<file path="src/rtl/sync_serial_port.sv">
module sync_serial_port #(
  parameter int DATA_W   = 8,
  parameter int HALF_DIV = 2
) (
  input  logic              clk,
  input  logic              rst_n,
  input  logic [2:0]        gap_sel,
  input  logic              tx_en,
  input  logic [1:0]        xfer_mode,
  input  logic              run_in_idle,
  input  logic              ext_clk_sel,
  input  logic              chip_idle,
  input  logic              wr_en,
  input  logic [DATA_W-1:0] wr_data,
  input  logic              rx_read,
  input  logic              sdi,
  input  logic              sclk_in,
  output logic              sdo,
  output logic              sclk_out,
  output logic [DATA_W-1:0] rx_data,
  output logic              rx_valid,
  output logic              rx_overrun,
  output logic              txbuf_full,
  output logic              txbuf_empty
);
  localparam int DIV_W = (HALF_DIV > 1) ? $clog2(HALF_DIV) : 1;
  localparam int HC_W  = $clog2(2 * DATA_W);
  localparam int GAP_W = 8;
  localparam logic [DIV_W-1:0] DIV_LAST = DIV_W'(HALF_DIV - 1);
  localparam logic [HC_W-1:0]  HC_LAST  = HC_W'(2 * DATA_W - 1);

  typedef enum logic [1:0] {S_IDLE, S_SHIFT, S_GAP} state_t;

  state_t            state, state_nx;
  logic [DIV_W-1:0]  divcnt;
  logic [HC_W-1:0]   hcnt;
  logic [GAP_W-1:0]  gcnt;
  logic [DATA_W-1:0] tsh, buf0, buf1;
  logic [DATA_W-2:0] rsh;
  logic [1:0]        bcnt;
  logic              sclk_r, sdo_r, e1, e2, e3;

  logic run, ext_rise, ext_fall, tick, step_ev, fall_ev, rise_ev, last_rise;
  logic can_tx, can_start, use_gap, gap_done, start, pop, push, cap;
  logic [GAP_W-1:0]  gap_ticks;
  logic [DATA_W-1:0] rsh_nx;

  assign run       = ~(chip_idle & ~run_in_idle);
  assign ext_rise  = e2 & ~e3;
  assign ext_fall  = ~e2 & e3;
  assign tick      = run & ~ext_clk_sel & (divcnt == DIV_LAST);
  assign step_ev   = ext_clk_sel ? (run & (hcnt[0] ? ext_rise : ext_fall)) : tick;
  assign fall_ev   = (state == S_SHIFT) & ~hcnt[0] & step_ev;
  assign rise_ev   = (state == S_SHIFT) & hcnt[0] & step_ev;
  assign last_rise = rise_ev & (hcnt == HC_LAST);

  assign can_tx    = xfer_mode[1] & tx_en & (bcnt != 2'd0);
  assign can_start = can_tx | (xfer_mode == 2'b01);
  assign gap_ticks = (gap_sel == 3'd0) ? '0 : (GAP_W'(2) << (gap_sel - 3'd1));
  assign use_gap   = ~ext_clk_sel & (gap_sel != 3'd0);
  assign gap_done  = (state == S_GAP) & tick & (gcnt == gap_ticks - 1'b1);

  always_comb begin
    start    = 1'b0;
    state_nx = state;
    case (state)
      S_IDLE:  if (run && can_start) start = 1'b1;
      S_SHIFT: if (last_rise) begin
                 if (can_tx && use_gap) state_nx = S_GAP;
                 else if (can_start)    start    = 1'b1;
                 else                   state_nx = S_IDLE;
               end
      S_GAP:   if (gap_done) begin
                 if (can_start) start    = 1'b1;
                 else           state_nx = S_IDLE;
               end
      default: state_nx = S_IDLE;
    endcase
    if (start) state_nx = S_SHIFT;
  end

  assign pop    = start & can_tx;
  assign push   = wr_en & (bcnt != 2'd2);
  assign cap    = last_rise & xfer_mode[0];
  assign rsh_nx = {sdi, rsh};

  always_ff @(posedge clk or negedge rst_n) begin
    if (!rst_n) begin
      state  <= S_IDLE;
      divcnt <= '0;
      gcnt   <= '0;
      hcnt   <= '0;
    end else begin
      state <= state_nx;
      if (run) divcnt <= (state == S_IDLE || ext_clk_sel || tick) ? '0 : divcnt + 1'b1;
      if (state != S_GAP) gcnt <= '0;
      else if (tick)      gcnt <= gcnt + 1'b1;
      if (start)                  hcnt <= '0;
      else if (fall_ev | rise_ev) hcnt <= hcnt + 1'b1;
    end
  end

  always_ff @(posedge clk or negedge rst_n) begin
    if (!rst_n) begin
      tsh    <= '1;
      rsh    <= '0;
      sdo_r  <= 1'b1;
      sclk_r <= 1'b1;
    end else begin
      if (start)        tsh <= can_tx ? buf0 : '1;
      else if (fall_ev) tsh <= {1'b1, tsh[DATA_W-1:1]};
      if (fall_ev) sdo_r <= tsh[0];
      if (rise_ev) rsh <= rsh_nx[DATA_W-1:1];
      if (ext_clk_sel)  sclk_r <= 1'b1;
      else if (fall_ev) sclk_r <= 1'b0;
      else if (rise_ev) sclk_r <= 1'b1;
    end
  end

  always_ff @(posedge clk or negedge rst_n) begin
    if (!rst_n) begin
      rx_data    <= '0;
      rx_valid   <= 1'b0;
      rx_overrun <= 1'b0;
    end else begin
      if (rx_read) begin
        rx_valid   <= 1'b0;
        rx_overrun <= 1'b0;
      end
      if (cap) begin
        rx_data  <= rsh_nx;
        rx_valid <= 1'b1;
        if (rx_valid && !rx_read) rx_overrun <= 1'b1;
      end
    end
  end

  always_ff @(posedge clk or negedge rst_n) begin
    if (!rst_n) begin
      buf0 <= '0;
      buf1 <= '0;
      bcnt <= 2'd0;
    end else begin
      case ({push, pop})
        2'b10: begin
          if (bcnt == 2'd0) buf0 <= wr_data;
          else              buf1 <= wr_data;
          bcnt <= bcnt + 2'd1;
        end
        2'b01: begin
          buf0 <= buf1;
          bcnt <= bcnt - 2'd1;
        end
        2'b11: buf0 <= wr_data;
        default: ;
      endcase
    end
  end

  always_ff @(posedge clk or negedge rst_n) begin
    if (!rst_n) begin
      e1 <= 1'b1;
      e2 <= 1'b1;
      e3 <= 1'b1;
    end else begin
      e1 <= sclk_in;
      e2 <= e1;
      e3 <= e2;
    end
  end

  assign sdo         = sdo_r;
  assign sclk_out    = sclk_r;
  assign txbuf_full  = (bcnt == 2'd2);
  assign txbuf_empty = (bcnt == 2'd0);
endmodule

</file>
<file path="config.mk">
export PLATFORM = sky130hd
export DESIGN_NAME = sync_serial_port
export DESIGN_NICKNAME = d
export VERILOG_FILES = /design/src/rtl/sync_serial_port.sv
export SDC_FILE = /design/constraint.sdc
export NUM_CORES = 1
export LEC_CHECK = 0
export ABC_CLOCK_PERIOD_IN_PS = 2950
export BUFFER_PORTS_ARGS = -buffer_cell sky130_fd_sc_hd__buf_2
export CORE_MARGIN = 2
export CORE_UTILIZATION = 53
export CTS_CLUSTER_SIZE = 10
export DETAILED_ROUTE_END_ITERATION = 8
export PLACE_DENSITY = 0.87
export SETUP_SLACK_MARGIN = 0.5
export SYNTH_ARGS = -nofsm -noshare
export SYNTH_HDL_FRONTEND = slang
export SYNTH_SLANG_ARGS = --single-unit
</file>
<file path="constraint.sdc">
create_clock -name clk -period 2.95 [get_ports clk]
set_clock_uncertainty 0.2 [all_clocks]
set_input_delay 0.4425 -clock clk [delete_from_list [all_inputs] [get_ports clk]]
set_output_delay 0.4425 -clock clk [all_outputs]
set_load 0.03 [all_outputs]
</file>
# Yosys cells after proc, flatten, opt, wreduce, memory -nomap -nowiden
# Index checks and enable logic that the tools add are counted.
[word_totals] in_bits=23 out_inout_bits=14 elab_cells=123 reg_bits=63
[op_classes] n_mux=34 shift=1 bitwise_logic=28 n_reduce_logical=21 add_sub_neg=7 n_eq_ne=15
[op_table] cell="2-to-1 mux 8 bit" count=7
[op_table] cell="case mux 8 bit (3 select lines)" count=1
[op_table] cell="AND 1 bit" count=19
[op_table] cell="2-to-1 mux 1 bit" count=16
[op_table] cell="nonzero test 2 bit" count=6
[op_table] cell="2-to-1 mux 2 bit" count=5
[op_table] cell="nonzero test 3 bit" count=3
[op_table] cell="adder 8 x 1 -> 8 bit (second input constant)" count=1
[op_table] cell="== test 2 bit (second input constant)" count=4
[op_table] cell="== test 8 bit" count=1
[op_table] cell="2-to-1 mux 4 bit" count=2
[op_table] cell="inequality test 2 bit (second input constant)" count=4
[op_table] cell="<< shifter 2 x 3 -> 8 bit (first input constant)" count=1
[op_table] cell="subtractor 8 x 1 -> 8 bit (second input constant)" count=1
[op_table] cell="inverter 1 bit" count=7
[op_table] cell="== test 2 x 1 -> 1 bit (second input constant)" count=3
[op_table] cell="inequality test 3 bit (second input constant)" count=2
[op_table] cell="case mux 2 bit (3 select lines)" count=1
[op_table] cell="adder 4 x 1 -> 4 bit (second input constant)" count=1
[op_table] cell="== test 4 bit (second input constant)" count=1
[op_table] cell="zero test 2 bit" count=2
[op_table] cell="case mux 2 bit (2 select lines)" count=1
[op_table] cell="AND reduction 2 bit" count=2
[op_table] cell="logical AND 1 bit" count=3
[op_table] cell="other kinds (10)" count=12

# Logic depth before layout (Yosys ltp)
[logic_depth] depth_word=14 depth_mapped=18 ltp_nobuf=15

# Worst setup path before layout
# Ideal clock, no wire load.
[synth_timing] kind="input port to flip-flop" startpoint="input port gap_sel[1]" endpoint="register buf0[0]" arrival_ns=3.489 setup_time_ns=0.136 path_slack_ns=-0.875 required_time_ns=2.614 path_stages=17 n_path_buf=3 cell_sequence="buf_2 > or3b_1 > ha_1 > xor2_1 > nand3_1 > a2111oi_4 > nand3_1 > o21ai_2 > and2b_1 > buf_6 > nand2b_1 > ha_1 > o21ai_1 > nand2b_1 > clkbuf_1 > nand2_1 > o21ai_0"
[synth_between] elab_chain_cells=12 elab_cells_between_ends=22 classes_between="add/sub (2); eq/ne (5); shift (1); mux (6); bitwise (3); reduce/logical (5)"
[synth_lines] element="start: declaration" line="7" source="input logic [2:0] gap_sel,"
[synth_lines] element="subtractor 3 x 1 -> 3 bit" line="59" source="assign gap_ticks = (gap_sel == 3'd0) ? '0 : (GAP_W'(2) << (gap_sel - 3'd1));"
[synth_lines] element="<< shifter 2 x 3 -> 8 bit" line="59"
[synth_lines] element="2-to-1 mux 8 bit" line="59"
[synth_lines] element="subtractor 8 x 1 -> 8 bit" line="61" source="assign gap_done = (state == S_GAP) & tick & (gcnt == gap_ticks - 1'b1);"
[synth_lines] element="== test 8 bit" line="61"
[synth_lines] element="AND 1 bit" line="61"
[synth_lines] element="2-to-1 mux 1 bit" line="73" source="S_GAP: if (gap_done) begin"
[synth_lines] element="case mux 1 bit (3 select lines) *" line="66" source="case (state)"
[synth_lines] element="AND 1 bit *" line="82" source="assign pop = start & can_tx;"
[synth_lines] element="== test 2 bit or == test 2 x 1 -> 1 bit (tied branches)" line="144" source="case ({push, pop})"
[synth_lines] element="inequality test 2 bit (no line) or nonzero test 3 bit (tied branches)"
[synth_lines] element="AND reduction 2 bit (no line)"
[synth_lines] element="end signal: assignment" line="146" source="if (bcnt == 2'd0) buf0 <= wr_data;"
[synth_lines] element="end signal: assignment" line="151" source="buf0 <= buf1;"
[synth_lines] element="end signal: assignment" line="154" source="2'b11: buf0 <= wr_data;"
[synth_lines] element="end: declaration" line="38" source="logic [DATA_W-1:0] tsh, buf0, buf1;"
# Every way passes the cells marked *; elsewhere a longest branch is shown, timed or not.
# A chain may end at the register's enable or synchronous reset.

# Worst setup path in the final report
[layout_timing] startpoint="input port gap_sel[1]" endpoint="register buf1[2]"
[layout_between] elab_chain_cells=11 elab_cells_between_ends=17 classes_between="add/sub (2); eq/ne (2); shift (1); mux (5); bitwise (3); reduce/logical (4)"
[layout_lines] element="subtractor 3 x 1 -> 3 bit" line="59"
[layout_lines] element="<< shifter 2 x 3 -> 8 bit" line="59"
[layout_lines] element="2-to-1 mux 8 bit" line="59"
[layout_lines] element="subtractor 8 x 1 -> 8 bit" line="61"
[layout_lines] element="== test 8 bit" line="61"
[layout_lines] element="AND 1 bit" line="61"
[layout_lines] element="2-to-1 mux 1 bit" line="73"
[layout_lines] element="case mux 1 bit (3 select lines) *" line="66"
[layout_lines] element="AND 1 bit *" line="82"
[layout_lines] element="== test 2 bit *" line="144"
[layout_lines] element="AND reduction 2 bit (no line) *"
[layout_lines] element="end signal: assignment" line="147" source="else buf1 <= wr_data;"
[layout_lines] element="end: declaration" line="38"
# Marks and branches as above.

==> results.json <==
{
  "outcome": "finished, violations left",
  "failed_checks": "setup timing",
  "path_clk_slew_ns": 0.07,
  "cp-end-kind": "flop",
  "cp_slowest_cell": "or3b_4",
  "antenna_found_initial": 0,
  "synth_cell_type_count": 52,
  "leakage_nw": 1.944,
  "drtPass1Iterations": 4,
  "arrival_ns": 3.07,
  "rsz0062_at_grt": "yes",
  "ys_warn_count": 0,
  "dp.cells": 410,
  "ir_worst_vdd_mv": 0.5461,
  "syn_area_per_cell_um2": 10.99,
  "cts_max_level": 3,
  "ant_nets": 0,
  "required_ns": 2.98,
  "overflow": 0,
  "nets": 396,
  "worstPathMaxFanout": 5,
  "finalWorstSetupSlack_ns": -0.08738,
  "setup_viol": 29,
  "hold_path.class": "in2reg",
  "clkSinkCount": 63,
  "synth-edff-count": 0,
  "synth_most_common_cell": "dfrtp_1",
  "viasPerCell": 5.580,
  "avgRoutedWirePerCell_um": 15.95,
  "ys.flop_type": "dfrtp_1",
  "clock_latency_ns": 0.34,
  "drc": 0,
  "num_rows": 28,
  "post-route-min-period_ns": 3.037,
  "portBuffers": 36,
  "maxCapViolCount": 0,
  "drt-initial-drc-count": 102,
  "hold_violations": 0,
  "initial_core_util": 0.5511,
  "antenna_cells": 0,
  "tns_ns": -1.458,
  "fmax_mhz": 329.2,
  "final_area_um2": 4302,
  "clock_path_buffers": 2,
  "ioPinCount": 37,
  "yosysSeqAreaShare": 0.4881,
  "cpPeakStageDelay_ns": 0.40,
  "dp_slack_ns": -0.4693,
  "synth_area_leader_cell": "dfrtp_1",
  "instances_no_fill": 443,
  "grtUsageTotal": 0.2306,
  "p_per_area_nw_per_um2": 758.5,
  "chipHeight_um": 82.47,
  "path_class": "in2reg",
  "root_buffer": "clkbuf_8",
  "cts_tree": "built",
  "async_flop_share": 1.000,
  "drive_above_1_share": 0.4239,
  "area_growth_pct": 31.83,
  "routed_wl_um": 7067,
  "grt_max_degree": 64,
  "syn_inst": 297,
  "finalCritPeriodShare": 1.030,
  "synth_nets": 330,
  "synth_area_leaders": "dfrtp_1 38%, dfstp_2 10%, mux2_2 8.3%",
  "cts_buffers": 9,
  "synth_area_um2": 3263,
  "r2r_setup_slack_ns": 0.07,
  "slew_headroom": 0.7286,
  "gp_congestion": 0.9480,
  "finalMaxSlewViolations": 0,
  "yosys_register_bits": 63,
  "start_kind": "input port",
  "grt_pass1_wl_um": 11510,
  "dp_hpwl_um": 4273,
  "worst_pin_slew_ns": 0.4053,
  "dieArea_um2": 6800,
  "synthTopCellsByCount": "50 x dfrtp_1, 29 x nor2_1, 25 x mux2i_1",
  "vias": 2472,
  "grt_pass1_vias": 2505,
  "die_width_um": 82.47,
  "synth_top_area_share": 0.3834,
  "dpl_cell_area_um2": 3650,
  "core_um2": 5921,
  "crit_chain": "buf_6 -> or3b_4 -> ha_4 -> xor2_2 -> nand3_2 -> a2111oi_4 -> nand3_1 -> o21ai_2 -> and2b_2 -> nand2b_1 -> ha_2 -> o21ai_4 -> mux2_4"
}
==> placed cells by master (no fill, tap or decap), drive strengths merged, types with 3 or more instances in the layout <==
cell | Yosys | layout
nor2b | 3 | 3
clkinv | 1 | 3
dfrtp | 50 | 50
o21ai | 16 | 17
buf | 6 | 64
nor3 | 4 | 4
inv | 9 | 9
bufinv | 0 | 3
mux2i | 25 | 25
nor2 | 30 | 30
xnor2 | 7 | 7
mux2 | 24 | 24
clkbuf | 7 | 10
ha | 10 | 10
o22ai | 3 | 3
and2 | 4 | 4
nand2 | 21 | 21
nand2b | 5 | 6
xor2 | 10 | 10
a211o | 3 | 3
nand3 | 11 | 11
dfstp | 13 | 13
a21oi | 4 | 4
and3 | 4 | 4
==> metrics by stage <==
step	hold slack (ns)	total power, W	util
5_1_grt	0.05288	0.003434	0.7265
4_1_cts	0.001944	0.003192	0.7037
3_5_place_dp	0.1585	0.002078	0.6164
2_1_floorplan	-0.05309	0.001888	-
6_report	0.06442	0.003263	0.7265
3_3_place_gp	0.1507	0.002022	0.6164
==> per-layer routing <==
metal / vias up / share of wire / track usage
met5: - / 0 / 0
met4: 0 / 0.025 / 0.1117
met3: 16 / 0.049 / 0.06413
met2: 70 / 0.53 / 0.4089
met1: 1214 / 0.39 / 0.2527
li1: 1172 / - / -
==> report_power, final <==
group | internal [W] | switching [W] | total (W)
registers | 0.00111 | 0.000171 | 0.00128
clock network | 0.000581 | 0.000331 | 0.000912
logic | 0.000533 | 0.000539 | 0.00107
==> kinds of logic (layout without fill, tap and decap cells) <==
group / count (synthesis) / after routing / share of synthesized area
compound gates: 40 / 41 / 0.08551
xor+xnor: 17 / 17 / 0.04563
fa+ha+maj: 10 / 10 / 0.03834
buf+inv: 23 / 92 / 0.03681
flops: 63 / 63 / 0.4881
mux: 49 / 49 / 0.1595
simple gates: 95 / 96 / 0.1461
==> sequential cells by signal, summed over array words and instances, names as in the netlist, 2 cells and up <==
name     flops
gcnt         8
rsh          7
state        2
bcnt         2
hcnt         4
buf0         8
buf1         8
tsh          8
rx_data      8
==> layout make-up <==
cell class	instances	area, um^2
Multi-Input combinational cell	213	1809
Fill cell	415	1619
Sequential cell	63	1593
Timing Repair Buffer	66	523.0
Clock buffer	10	137.6
Clock inverter	6	107.6
Tap cell	75	93.84
Inverter	10	37.54
==> repair_timing <==
item / 4_1_cts / 5_1_grt
hold buffers: 1 / 1
gates resized for setup: 31 / 22
pin swaps: 11 / 1
setup endpoints to repair: 32 / 40
setup buffers: 7 / 5
endpoints found under the hold margin: 50 / 1
cloned: 3 / 0
==> worst paths after layout <==
path | start | to | depth (start not counted)
min in group asynchronous | rst_n | bcnt[1] | 3
setup reg to reg | bcnt[0] | state[0] | 13
hold reg to reg | e1 | e2 | 0
max in group asynchronous | rst_n | e1 | 3
setup / recovery | gap_sel[1] | buf1[2] | 13
hold / removal | rx_read | rx_overrun | 2
==> critical path: cells and delay by family <==
kind	cells	cell delay, ns
AO/OA/AOI/OAI	3	0.56
XOR/XNOR	1	0.20
adder cells (fa/ha/maj)	2	0.50
buffers and inverters	1	0.09
multiplexers	1	0.33
AND/OR/NAND/NOR	5	0.94
No activity file was read; power rests on OpenSTA's default activity.
